==> src/rtl/wdog_byte_timer.sv <==
module wdog_byte_timer #(
  parameter int CNT_W = 29
) (
  input  logic       clk,
  input  logic       rst_n,
  input  logic       byte_vld,
  input  logic [7:0] byte_data,
  output logic       load_done,
  output logic       glob_rst_req,
  output logic       loc_rst_req
);
  localparam int LOW_W = 24;
  localparam int TOP_CNT = CNT_W - LOW_W;

  logic [1:0]       idx;
  logic [LOW_W-1:0] shadow;
  logic [CNT_W-1:0] count;
  logic             armed, scope_glob;
  logic             done_q, glob_q, loc_q;

  wire last_byte = byte_vld && (idx == 2'd3);
  wire at_one    = (count == CNT_W'(1));
  wire expire    = armed && at_one && !last_byte;
  wire unused_hi = &{1'b0, byte_data[7:TOP_CNT+1]};

  always_ff @(posedge clk) begin
    if (!rst_n) begin
      idx        <= '0;
      shadow     <= '0;
      count      <= '0;
      armed      <= 1'b0;
      scope_glob <= 1'b0;
      done_q     <= 1'b0;
      glob_q     <= 1'b0;
      loc_q      <= 1'b0;
    end else begin
      done_q <= last_byte;
      glob_q <= expire && scope_glob;
      loc_q  <= expire && !scope_glob;
      if (byte_vld) begin
        idx <= idx + 2'd1;
        if (idx != 2'd3) shadow[8*idx +: 8] <= byte_data;
      end
      if (last_byte) begin
        count      <= {byte_data[TOP_CNT-1:0], shadow};
        scope_glob <= byte_data[TOP_CNT];
        armed      <= |{byte_data[TOP_CNT-1:0], shadow};
      end else if (armed) begin
        if (at_one) armed <= 1'b0;
        else        count <= count - CNT_W'(1);
      end
    end
  end

  assign load_done    = done_q;
  assign glob_rst_req = glob_q;
  assign loc_rst_req  = loc_q;
endmodule

==> config.mk <==
export PLATFORM = sky130hd
export DESIGN_NAME = wdog_byte_timer
export DESIGN_NICKNAME = d
export VERILOG_FILES = /design/src/rtl/wdog_byte_timer.sv
export SDC_FILE = /design/constraint.sdc
export NUM_CORES = 1
export LEC_CHECK = 0
export CELL_PAD_IN_SITES_DETAIL_PLACEMENT = 0
export CELL_PAD_IN_SITES_GLOBAL_PLACEMENT = 1
export CORE_MARGIN = 8
export CORE_UTILIZATION = 50
export CTS_CLUSTER_DIAMETER = 60
export DETAILED_ROUTE_END_ITERATION = 10
export PLACE_DENSITY = 0.87
export SYNTH_ARGS = -nofsm -noshare
export SYNTH_HDL_FRONTEND = slang
export SYNTH_SLANG_ARGS = --single-unit
==> constraint.sdc <==
create_clock -name clk -period 4.1 [get_ports clk]
set_input_delay 0.41 -clock clk [delete_from_list [all_inputs] [get_ports clk]]
set_output_delay 0.41 -clock clk [all_outputs]
set_load 0.01 [all_outputs]
==> out/summary.txt <==
total die area -> 8810 µm²
Ports -> 14
die width -> 93.8 µm
worst hold start -> scope_glob$_SDFFE_PN0P_
Setup crit start -> count[4]$_SDFFE_PN0P_
Crit path max-delay family -> simple AND/OR/NAND/NOR gates
post-route ant nets -> 0
Netlist cell types -> 56
Peak Freq -> 350 MHz
drt drc -> 0
Worst EP required -> 4.33 ns
critical path endpoint category -> flop
Inst Count DP -> 423
clock-pin slew on the worst setup and hold paths -> 0.07 ns
All-Layer GR Usage -> 19.4%
Main synth FF type -> dfxtp_1
Final Non-Filler Cells -> 439
largest net degree at the start of global routing -> 31
clock latency on the worst-skew pair -> 0.34 ns
Diodes inserted -> 0
WS Path Type -> reg2reg
number of synthesized register bits -> 60
initial antenna violation count -> 0
first-pass GRT wire length -> 13.5 mm
Via density -> 6.49
postcts setup bufs -> 0
r2r worst-path depth -> 6
maxcap violations -> 0
commonest cells after routing, fill and taps aside -> dfxtp_1, nor2_1, o21ai_0
PD cells -> 414 nW/µm²
power consumption -> 1.41 mW
# nets final -> 377
Post-Route WL -> 8.08 mm
status -> completed
number of global-route vias before repair -> 2638
Reg-to-Reg Start -> count[4]$_SDFFE_PN0P_
final cell utilization of the core -> 57.7%
die height -> 93.8 µm
Post-CTS Resized -> 0
clk root buf -> clkbuf_8
slew at the pin closest to its max-slew limit -> 0.910 ns
Port Buffers -> 13
Hold Slack -> 0.459 ns
sum of buffers and inverters on the critical path -> 1
Leakage -> 1.23 nW
syn avg cell area -> 8.75 µm²
Pre-antenna DRT Iters -> 5
Finish-stage setup viols -> 0
H-tree level count -> 3
Crit path depth -> 6
Area growth syn-to-layout -> 12.1%
cell area after synthesis -> 3030 µm²
share of flip-flops with an asynchronous set or reset -> 0%
setup TNS -> 0 ns
effective utilization at floorplan -> 51.5%
grt total ovfl -> 0
RSZ-0062 raised after global routing -> no
crit-path cells -> or4_4, or4_4, o31ai_4, buf_4, o211ai_1, a32o_1
fillcell total -> 561
HP Class -> reg2reg
TritonCTS buffer count -> 9
number of synthesized flops with an enable pin -> 0
maximum vdd drop -> 0.000302 V
Most Frequent Cell on Critical Path -> or4_4
critical path launch point type -> flop
CTS Hold Bufs -> 0
register area share after synthesis -> 39.7%
syn nets -> 364
core area -> 5890 µm²
most common cell after layout, fill and taps aside -> dfxtp_1
hold path cells -> 1
Max stage delay cell, worst path -> or4_4
HPWL Detailed -> 5.61 mm
CTS sink count -> 60
crit-path max FO -> 19
Clock Path Buffers -> 2
Final period util -> 69.7%
CP arrival -> 3.09 ns
CTS tree -> built
Crit path largest cell delay -> 0.57 ns
Vias -> 2848
routability cong. -> 0.822
Slew headroom -> 38.6%
fin crit period -> 2.86 ns
Avg WL per Cell -> 18.4 µm
max-slew violations -> 0
DRT iter0 DRCs -> 259
Rows -> 28
Synth Warn # -> 0
layout cells sized above 1 -> 10.2%
Final Skew -> 0.00997 ns
synthesized instance count -> 346
Final Hold Viols -> 0
-- layout make-up --
class | count | area [µm²] | share of cell area (%)
Clock buffer | 12 | 155 | 4.57
Tap cell | 75 | 93.8 | 2.76
Clock inverter | 4 | 47.5 | 1.40
Timing Repair Buffer | 20 | 183 | 5.38
Multi-Input combinational cell | 261 | 1690 | 49.8
Sequential cell | 60 | 1200 | 35.4
Inverter | 7 | 26.3 | 0.773
-- layer usage --
layer | wire [µm] | GRT usage, % | vias up
li1 | - | - | 1370
met3 | 420 | 3.76 | 22
met2 | 3660 | 29.1 | 89
met1 | 3810 | 26.3 | 1367
met4 | 193 | 8.06 | 0
met5 | 0 | 0 | -
-- synthesized netlist by cell type (all sizes together) (6+ instances only) --
cell,count,area (µm²)
o31ai,8,73.8
ha,7,87.6
nor4,21,144
xnor2,7,61.3
clkbuf,10,37.5
or3,10,66.3
nor2,38,145
buf,8,73.8
a31oi,12,75.1
a22oi,25,188
dfxtp,60,1200
or4,11,91.3
nand3,7,35.0
inv,7,26.3
o21ai,30,150
nand2,13,48.8
a21oi,16,80.1
nor3,8,40.0
nand4,6,43.8
-- metrics by stage --
stage / cell area [µm²] / worst slack [ns]
global placement: 3190 / 1.32
CTS: 3400 / 1.25
global route: 3400 / 1.13
floorplan: 3030 / 1.77
detailed placement: 3190 / 1.27
finish: 3400 / 1.24
-- registers in the layout, summed over array words and instances (netlist names) --
| signal | flops |
|---|---|
| scope_glob | 1 |
| glob_rst_req | 1 |
| count | 29 |
| armed | 1 |
| load_done | 1 |
| loc_rst_req | 1 |
| idx | 2 |
| shadow | 24 |
-- report_power, final --
| part | total (mW) | switching [mW] | leakage (nW) | internal [mW] |
|---|---|---|---|---|
| clock network | 0.546 | 0.234 | 0.102 | 0.312 |
| registers | 0.624 | 0.0224 | 0.485 | 0.602 |
| logic | 0.237 | 0.153 | 0.641 | 0.0842 |
-- cell families (layout without fill, tap and decap cells) --
| family | Yosys count | after routing | synth area share [%] |
|---|---|---|---|
| buffers and inverters | 25 | 43 | 4.54 |
| DFF | 60 | 60 | 39.7 |
| AOI/OAI and AO/OA | 111 | 111 | 24.9 |
| adders and majority gates | 7 | 7 | 2.89 |
| and+or+nand+nor | 131 | 131 | 24.3 |
| xor gates and xnor gates | 8 | 8 | 2.31 |
| muxes | 4 | 4 | 1.36 |
-- worst paths after layout --
kind / endpoint / slack (ns)
max: count[9]$_SDFFE_PN0P_ / 1.24
min: loc_rst_req$_SDFF_PN0_ / 0.46
max reg2reg: count[9]$_SDFFE_PN0P_ / 1.24
min reg2reg: loc_rst_req$_SDFF_PN0_ / 0.46
Note: power is estimated with default switching activity, not from simulation.
